<file path="src/rtl/scl_pkg.sv">
// Shared types and helpers of the serial clock generator.
// Assumes the prescaler value is passed zero-extended to 32 bits.
package scl_pkg;

    typedef enum logic [1:0] {
        PH_IDLE = 2'd0,
        PH_LOW  = 2'd1,
        PH_WAIT = 2'd2,
        PH_HIGH = 2'd3
    } scl_phase_e;

    // Fixed per-phase overhead in ticks, chosen by the prescaler setting.
    function automatic logic [3:0] phase_offset(input logic [31:0] div_sel);
        if (div_sel == 32'd0)
            return 4'd7;
        else if (div_sel == 32'd1)
            return 4'd6;
        else
            return 4'd5;
    endfunction

endpackage

</file>
<file path="src/rtl/scl_tick_div.sv">
// Prescaler: pulses tick once every (div_max + 1) cycles while count_en is high.
// Assumes count_en low restarts the division so each phase begins aligned.
module scl_tick_div #(
    parameter int PSC_W = 8
) (
    input  logic             clk,
    input  logic             rst_n,
    input  logic             count_en,
    input  logic [PSC_W-1:0] div_max,
    output logic             tick
);

    logic [PSC_W-1:0] div_cnt;

    // Count system clocks within one tick, wrapping at div_max.
    always_ff @(posedge clk) begin
        if (!rst_n || !count_en)
            div_cnt <= '0;
        else if (div_cnt == div_max)
            div_cnt <= '0;
        else
            div_cnt <= div_cnt + PSC_W'(1);
    end

    assign tick = count_en && (div_cnt == div_max);

endmodule

</file>
<file path="src/rtl/scl_line_sync.sv">
// Synchronizer for the sensed SCL level, STAGES flops deep.
// Assumes the line reads high (released) out of reset.
module scl_line_sync #(
    parameter int STAGES = 2
) (
    input  logic clk,
    input  logic rst_n,
    input  logic line_in,
    output logic line_out
);

    logic [STAGES-1:0] sync_q;

    for (genvar i = 0; i < STAGES; i++) begin : g_stage
        if (i == 0) begin : g_first
            // First flop samples the asynchronous line.
            always_ff @(posedge clk) begin
                if (!rst_n) sync_q[i] <= 1'b1;
                else        sync_q[i] <= line_in;
            end
        end else begin : g_next
            // Later flops pass the level along the chain.
            always_ff @(posedge clk) begin
                if (!rst_n) sync_q[i] <= 1'b1;
                else        sync_q[i] <= sync_q[i-1];
            end
        end
    end

    assign line_out = sync_q[STAGES-1];

endmodule

</file>
<file path="src/rtl/scl_phase_ctrl.sv">
// Phase sequencer: idle, low, wait-for-high (stretch), high.
// Counts ticks per phase and raises the two bit-engine strobes.
// Assumes low_len and high_len already include the overhead and are >= 2.
module scl_phase_ctrl #(
    parameter int LEN_W = 17
) (
    input  logic             clk,
    input  logic             rst_n,
    input  logic             enable,
    input  logic             run_req,
    input  logic             tick,
    input  logic [LEN_W-1:0] low_len,
    input  logic [LEN_W-1:0] high_len,
    input  logic             line_high,
    output logic             count_en,
    output logic             drive_low,
    output logic             mid_stb,
    output logic             rise_stb
);
    import scl_pkg::*;

    scl_phase_e       state;
    logic [LEN_W-1:0] ph_cnt;
    logic             low_done;
    logic             high_done;

    assign low_done  = tick && (ph_cnt == low_len - LEN_W'(1));
    assign high_done = tick && (ph_cnt == high_len - LEN_W'(1));

    // Advance the phase state and the tick count within the phase.
    always_ff @(posedge clk) begin
        if (!rst_n || !enable) begin
            state  <= PH_IDLE;
            ph_cnt <= '0;
        end else begin
            unique case (state)
                PH_IDLE: begin
                    ph_cnt <= '0;
                    if (run_req) state <= PH_LOW;
                end
                PH_LOW: begin
                    if (low_done) begin
                        state  <= PH_WAIT;
                        ph_cnt <= '0;
                    end else if (tick) begin
                        ph_cnt <= ph_cnt + LEN_W'(1);
                    end
                end
                PH_WAIT: begin
                    ph_cnt <= '0;
                    if (line_high) state <= PH_HIGH;
                end
                PH_HIGH: begin
                    if (high_done) begin
                        state  <= run_req ? PH_LOW : PH_IDLE;
                        ph_cnt <= '0;
                    end else if (tick) begin
                        ph_cnt <= ph_cnt + LEN_W'(1);
                    end
                end
                default: begin
                    state  <= PH_IDLE;
                    ph_cnt <= '0;
                end
            endcase
        end
    end

    assign count_en  = (state == PH_LOW) || (state == PH_HIGH);
    assign drive_low = (state == PH_LOW);
    assign mid_stb   = (state == PH_LOW) && tick && (ph_cnt == (low_len >> 1));
    assign rise_stb  = (state == PH_WAIT) && line_high;

endmodule

</file>
<file path="src/rtl/i2c_scl_gen.sv">
// Top of the serial clock generator. Captures the settings while
// disabled, derives the phase lengths with the overhead, and ties the
// prescaler, line synchronizer and phase sequencer together.
// Assumes scl_in is the wired line level (may be asynchronous).
module i2c_scl_gen #(
    parameter int PSC_W       = 8,
    parameter int CNT_W       = 16,
    parameter int SYNC_STAGES = 2
) (
    input  logic             clk,
    input  logic             rst_n,
    input  logic             mod_en,
    input  logic             run_req,
    input  logic [PSC_W-1:0] psc_cfg,
    input  logic [CNT_W-1:0] low_cfg,
    input  logic [CNT_W-1:0] high_cfg,
    input  logic             scl_in,
    output logic             scl_drive_low,
    output logic             data_chg_stb,
    output logic             sample_stb
);
    import scl_pkg::*;

    localparam int LEN_W = CNT_W + 1;

    logic [PSC_W-1:0] cfg_psc;
    logic [CNT_W-1:0] cfg_low;
    logic [CNT_W-1:0] cfg_high;
    logic [3:0]       ovh;
    logic [LEN_W-1:0] low_len;
    logic [LEN_W-1:0] high_len;
    logic             count_en;
    logic             tick;
    logic             line_high;

    // Capture the settings only while the block is disabled.
    always_ff @(posedge clk) begin
        if (!rst_n) begin
            cfg_psc  <= '0;
            cfg_low  <= '0;
            cfg_high <= '0;
        end else if (!mod_en) begin
            cfg_psc  <= psc_cfg;
            cfg_low  <= low_cfg;
            cfg_high <= high_cfg;
        end
    end

    assign ovh      = phase_offset(32'(cfg_psc));
    assign low_len  = LEN_W'(cfg_low) + LEN_W'(ovh);
    assign high_len = LEN_W'(cfg_high) + LEN_W'(ovh);

    scl_tick_div #(.PSC_W(PSC_W)) i_div (
        .clk      (clk),
        .rst_n    (rst_n),
        .count_en (count_en),
        .div_max  (cfg_psc),
        .tick     (tick)
    );

    scl_line_sync #(.STAGES(SYNC_STAGES)) i_sync (
        .clk      (clk),
        .rst_n    (rst_n),
        .line_in  (scl_in),
        .line_out (line_high)
    );

    scl_phase_ctrl #(.LEN_W(LEN_W)) i_ctrl (
        .clk       (clk),
        .rst_n     (rst_n),
        .enable    (mod_en),
        .run_req   (run_req),
        .tick      (tick),
        .low_len   (low_len),
        .high_len  (high_len),
        .line_high (line_high),
        .count_en  (count_en),
        .drive_low (scl_drive_low),
        .mid_stb   (data_chg_stb),
        .rise_stb  (sample_stb)
    );

endmodule

</file>
<file path="config.mk">
export PLATFORM = sky130hd
export DESIGN_NAME = i2c_scl_gen
export DESIGN_NICKNAME = d
export VERILOG_FILES = /design/src/rtl/scl_pkg.sv /design/src/rtl/scl_tick_div.sv /design/src/rtl/scl_line_sync.sv /design/src/rtl/scl_phase_ctrl.sv /design/src/rtl/i2c_scl_gen.sv
export SDC_FILE = /design/constraint.sdc
export NUM_CORES = 1
export LEC_CHECK = 0
export CORE_AREA = 2 2 124 126
export DETAILED_ROUTE_END_ITERATION = 12
export DIE_AREA = 0 0 126 128
export HOLD_SLACK_MARGIN = 0.12
export SLEW_MARGIN = 40
export SYNTH_ARGS = -nofsm -noshare
export SYNTH_HDL_FRONTEND = slang
export SYNTH_HIERARCHICAL = 1
export SYNTH_SLANG_ARGS = --single-unit
export TNS_END_PERCENT = 10
</file>
<file path="constraint.sdc">
create_clock -name clk -period 5.4 [get_ports clk]
set_clock_uncertainty 0.1 [all_clocks]
set_input_delay 1.08 -clock clk [delete_from_list [all_inputs] [get_ports clk]]
set_output_delay 1.08 -clock clk [all_outputs]
set_load 0.005 [all_outputs]
</file>
======== After elaboration in Yosys (flattened, before gate mapping) ========
Cells that the tools add are included.
storage, ports and cells
  output and inout port bits .............. 3
  register bits after elaboration ......... 69
  logic and storage cells ................. 55
  input bits .............................. 45
operators by class
  muxes and demuxes ....................... 12
  $add $sub $neg .......................... 6
  eq/ne operators ......................... 12
  reduce and logical (&&, ||, !) cells .... 17
operators by type and width
  cell                                                 number
  two-way mux 17 bit                                   3
  one-hot mux 17 bit (3 select lines)                  1
  adder 16 x 4 -> 17 bit                               2
  == test 17 bit                                       2
  subtractor 17 x 1 -> 17 bit (second input constant)  2
  adder 17 x 1 -> 17 bit (second input constant)       1
  == test 17 x 16 -> 1 bit                             1
  two-way mux 2 bit                                    6
  adder 8 x 1 -> 8 bit (second input constant)         1
  == test 8 x 1 -> 1 bit (second input constant)       1
  == test 8 bit                                        1
  zero test 8 bit                                      1
  one-hot mux 2 bit (4 select lines)                   1
  logical AND 1 bit                                    6
  == test 2 bit (second input constant)                2
  != test 2 x 1 -> 1 bit (second input constant)       2
  != test 2 bit (second input constant)                2
  AND reduction 4 bit                                  1
  OR reduction 2 bit                                   2
  zero test 1 bit                                      3
  logical OR 1 bit                                     3
  == test 2 x 1 -> 1 bit (second input constant)       1
  zero test 2 bit                                      1
  two-way mux 1 bit                                    1

======== Logic depth before layout (Yosys ltp) ========
  depth in word-level cells ............... 9
  mapped depth ............................ 18
  mapped depth without buffers ............ 16

======== Modules after synthesis ========
Netlist, hierarchy kept.
by module, submodules not included
  module          sequential area each (µm²)  cells an instance  area an instance (µm²)  times used
  scl_phase_ctrl  380.4                       331                2428.6                  1
  i2c_scl_gen     800.8                       218                2162.1                  1
  scl_tick_div    160.2                       46                 470.5                   1
  scl_line_sync   40.0                        4                  52.6                    1

======== Worst setup path before layout ========
No wires, ideal clock.
  path type ............................... flip-flop to flip-flop
  start ................................... register cfg_psc[3]
  end ..................................... register i_ctrl.state[0]
  setup slack ............................. 0.182 ns
  stages on the path, launching flop included .. 18
  clock period less this slack ............ 5.218 ns
  data arrival time ....................... 4.999 ns
  path buffers ............................ 1
  setup time .............................. 0.119 ns
  data required time ...................... 5.181 ns
  cell sequence ........................... dfxtp_1 > or4_1 > nor4_2 > nand2_1 > ha_1 > fa_1 > nor2_1 > nor3b_1 > xor2_1 > clkbuf_1 > or4_4 > nor4_4 > xor2_1 > o31ai_1 > o22ai_1 > o41a_1 > or3_1 > o221a_1
on the way
  cells in the longest elaborated chain, start to end .. 9
  elaborated cells between the ends (all ways) .. 17
  those cells by class .................... add/sub: 4; eq/ne: 6; mux: 2; reduce/logical: 5
RTL lines
  element                               line                  RTL
  start, declared                       i2c_scl_gen.sv:26     logic [PSC_W-1:0] cfg_psc;
  start signal, assigned                i2c_scl_gen.sv:43     cfg_psc <= psc_cfg;
  == test 8 x 1 -> 1 bit                scl_pkg.sv:16         else if (div_sel == 32'd1)
  two-way mux 2 bit                     scl_pkg.sv:16
  two-way mux 2 bit (*)                 scl_pkg.sv:14         if (div_sel == 32'd0)
  adder 16 x 4 -> 17 bit (*)            i2c_scl_gen.sv:51     assign high_len = LEN_W'(cfg_high) + LEN_W'(ovh);
  net high_len[6]                       i2c_scl_gen.sv:31     logic [LEN_W-1:0] high_len;
  subtractor 17 x 1 -> 17 bit (*)       scl_phase_ctrl.sv:28  assign high_done = tick && (ph_cnt == high_len - LEN_W'(1));
  == test 17 bit (*)                    scl_phase_ctrl.sv:28
  logical AND 1 bit (*)                 scl_phase_ctrl.sv:28
  != test 2 x 1 -> 1 bit (no line) (*)  n/a
  AND reduction 4 bit (no line) (*)     n/a
  end signal, assigned                  scl_phase_ctrl.sv:55  state <= run_req ? PH_LOW : PH_IDLE;
  end, declared                         scl_phase_ctrl.sv:22  scl_phase_e state;
The timed path passes the listed nets; every way through them passes the cells marked *.
A chain may end at the register's enable or synchronous reset.

======== Worst setup path in the final report ========
  start ................................... register cfg_psc[3]
  end ..................................... output port data_chg_stb
on the way
  cells in the longest elaborated chain, start to end .. 6
  elaborated cells between the ends (all ways) .. 10
  those cells by class .................... add/sub: 1; eq/ne: 3; mux: 2; reduce/logical: 4
RTL lines
  element                       line                  RTL
  == test 8 x 1 -> 1 bit        scl_pkg.sv:16
  two-way mux 2 bit             scl_pkg.sv:16
  two-way mux 2 bit (*)         scl_pkg.sv:14
  adder 16 x 4 -> 17 bit (*)    i2c_scl_gen.sv:50     assign low_len = LEN_W'(cfg_low) + LEN_W'(ovh);
  net low_len[8]                i2c_scl_gen.sv:30     logic [LEN_W-1:0] low_len;
  == test 17 x 16 -> 1 bit (*)  scl_phase_ctrl.sv:71  assign mid_stb = (state == PH_LOW) && tick && (ph_cnt == (low_len >> 1));
  logical AND 1 bit (*)         scl_phase_ctrl.sv:71
  end, declared                 i2c_scl_gen.sv:19     output logic data_chg_stb,
Marks and branches as above.

==> results.ini <==
[timing]
tns_ns=0
layout_min_cycle_time_ns=5.149
finalSetupViolations=0
rsz0062_at_grt=no
relSlewSlack_pct=51.54
setup_ws_ns=0.2509
post-route-period-util_pct=95.35
finalMaxSlewViolations=0
fmax_mhz=194.2
finalHoldViolations=0
tightest_slew_ns=0.7218

[worst_setup_path]
path_cells=or4_1, nor4_4, nand2_1, ha_1, fa_2, o2111a_2, nand3_1, xnor2_2, xor2_1, nor4_1, nand4_1, nor4_2, dlygate4sd2_1
critPathTopFamily=simple AND/OR/NAND/NOR gates
path_buf_inv=1
criticalPathCategory=reg -> out
r2r_cells=15
start_kind=register
slowest_stage=or4_1
regToRegStartpoint=cfg_psc[3]
crit_arrival_ns=3.97
cp-end-kind=primary output
required_ns=4.22
crit_path_max_fanout=4
reg2reg_slack_ns=0.26
critPathMaxStageDelay_ns=0.57
timing.rr.end=i_ctrl/state[0]

[route]
drtIter0Drc=168
ant_nets=0
vias_per_cell=5.336
routed_wl_mm=13.26
route.vias.total=4466
avgRoutedWirePerCell_um=15.85
drc_errors=0
drt_pre_antenna_iters=4

[power]
power.total_w=0.001568
vdd_drop_max_v=0.0001621
p_leak_nw=2.481
pwr_density_cell_nw_per_um2=250.5

[clock_network]
clock_sinks=69
clock_latency_ns=0.35
clk_pin_slew_worst_paths_ns=0.06
cts_tree=built
htree_levels=3
cts_root_buf=clkbuf_16
numCtsBuffers=9
clk_path_buf_depth=2

[finish]
layout-drive-gt1-share_pct=10.63
antenna_cells=0
area_delta_synth_final_pct=22.36
final_cell_mix=69 x dfxtp_1, 67 x xor2_1, 45 x clkdlybuf4s50_1, 44 x mux2i_1, 44 x nor2b_1
utilization_pct=42.10
final_nets=704
layout_commonest_cell=dfxtp_1
finalNonFillerCells=837

[placement]
dp_hpwl_mm=10.32
post-place-ws_ns=0.2377
placed_cells=816
placement.io_buffers=47
routabilityCongestion=0.9141

[grt]
grt_util_all_layers_pct=17.15
grt_pass1_wl_mm=22.20
antenna_found_initial=0
grt_start_max_net_pins=43
grt_pass1_vias=4390
globalRouteOverflowTotal=0

[yosys]
synth.cell_area_um2=5114
async_flop_share_pct=0
synth_top_flop_cell=dfxtp_1
synth_cell_types=65
synthCells=599
avgSynthCellArea_um2=8.537
synthesis.nets=659
ys_warn_count=6
synth-edff-count=0
yosys_register_bits=69
yosysSeqAreaShare_pct=27.01

[status]
status=completed

[die]
fp.coreArea_um2=14860
io_pins=48
initial_core_util_pct=34.40
die_w_um=126
rows=45
die-area_um2=16130
dieHeight_um=128

[worst_hold_path]
hold_path_end=i_sync/line_out
hp-class=reg -> reg
hp-start=i_sync/sync_q[0]
hold_depth=1

[run]
maxCapViolCount=0

-- synthesized netlist by cell type, drive strengths merged (8+ instances only) --
| cell type | number | area (um^2) |
|---|---|---|
| a211oi | 8 | 70.06 |
| a21oi | 8 | 43.79 |
| buf | 13 | 82.58 |
| clkbuf | 24 | 90.09 |
| dfxtp | 69 | 1381 |
| ha | 13 | 162.7 |
| inv | 21 | 78.83 |
| mux2i | 44 | 440.4 |
| nand2 | 30 | 112.6 |
| nand3 | 18 | 90.09 |
| nand4 | 21 | 152.6 |
| nor2 | 28 | 105.1 |
| nor2b | 44 | 275.3 |
| nor3 | 32 | 160.2 |
| nor4 | 26 | 214.0 |
| o21ai | 14 | 70.06 |
| xnor2 | 42 | 367.9 |
| xor2 | 68 | 603.1 |
-- final cells by class --
cell class,instances,area [um^2]
multi-input combinational,472,3558
inverter,21,78.83
clock buffer,11,252.7
clock inverter,5,106.4
fill,1510,8607
timing repair buffer,71,644.4
sequential,69,1381
tap,188,235.2
-- worst max path at each step --
stage / from / to / slack [ns] / cells after the start
finish: cfg_psc[3] / data_chg_stb / 0.25 / 13
global route: cfg_psc[3] / data_chg_stb / 0.01 / 12
CTS: cfg_psc[3] / data_chg_stb / 0.13 / 13
detailed placement: cfg_psc[3] / data_chg_stb / 0.24 / 13
global placement: cfg_psc[3] / data_chg_stb / 0.30 / 13
floorplan: cfg_psc[3] / i_ctrl/state[0] / 0.18 / 17
-- sequential cells by signal, indices dropped and copies added (netlist names) --
| signal | count |
|---|---|
| cfg_low | 16 |
| i_sync/sync_q | 1 |
| cfg_psc | 8 |
| i_ctrl/state | 2 |
| i_div/div_cnt | 8 |
| cfg_high | 16 |
| i_sync/line_out | 1 |
| i_ctrl/ph_cnt | 17 |
-- worst register-to-register path, stage by stage, from the launching register on --
cell and delay (ns):
dfxtp_1 0.32, or4_1 0.57, nor4_4 0.31, nand2_1 0.13
ha_2 0.22, fa_2 0.37, o21ai_1 0.15, xnor2_1 0.14
or4b_4 0.57, or4_1 0.42, a21oi_1 0.13, o22ai_1 0.09
or3_1 0.35, o41a_1 0.52, or3_1 0.40, o221a_1 0.25
-- stage by stage --
step / instance area (um^2) / hold slack (ns)
6_report: 6257 / 0.3129
3_3_place_gp: 5784 / 0.2954
5_1_grt: 6257 / 0.3303
3_5_place_dp: 5784 / 0.3049
4_1_cts: 6165 / 0.3233
2_1_floorplan: 5114 / 0.2863
-- power by group --
part / leakage, nW / total, W / internal, W / switching, W
Sequential: 0.565 / 0.000557 / 0.000529 / 0.0000281
Combinational: 1.74 / 0.000305 / 0.000149 / 0.000156
Clock: 0.172 / 0.000706 / 0.000477 / 0.000229
-- what timing repair did --
| item | CTS | global route |
|---|---|---|
| setup buffers | 1 | 4 |
| pin swaps | 3 | 4 |
| setup endpoints to repair | 1 | 20 |
| resized for setup | 4 | 15 |
| hold buffers | 0 | 0 |
-- routing by layer --
metal / wire length, um / global-route usage (%)
met2: 6157 / 27.83
met5: 0 / 0
met4: 431 / 7.757
met1: 6188 / 21.94
met3: 487 / 3.673
-- kinds of logic (layout without fill, tap and decap cells) --
| family | after synthesis | after routing | share of synthesized area [%] |
|---|---|---|---|
| AO/OA/AOI/OAI | 69 | 69 | 9.910 |
| buffers and inverters | 58 | 108 | 4.918 |
| AND/OR/NAND/NOR | 234 | 234 | 26.60 |
| flip-flops | 69 | 69 | 27.01 |
| adder cells (fa/ha/maj) | 15 | 15 | 3.964 |
| XOR/XNOR | 110 | 110 | 18.99 |
| multiplexers | 44 | 44 | 8.613 |
Note: power is estimated with default switching activity, not from simulation.
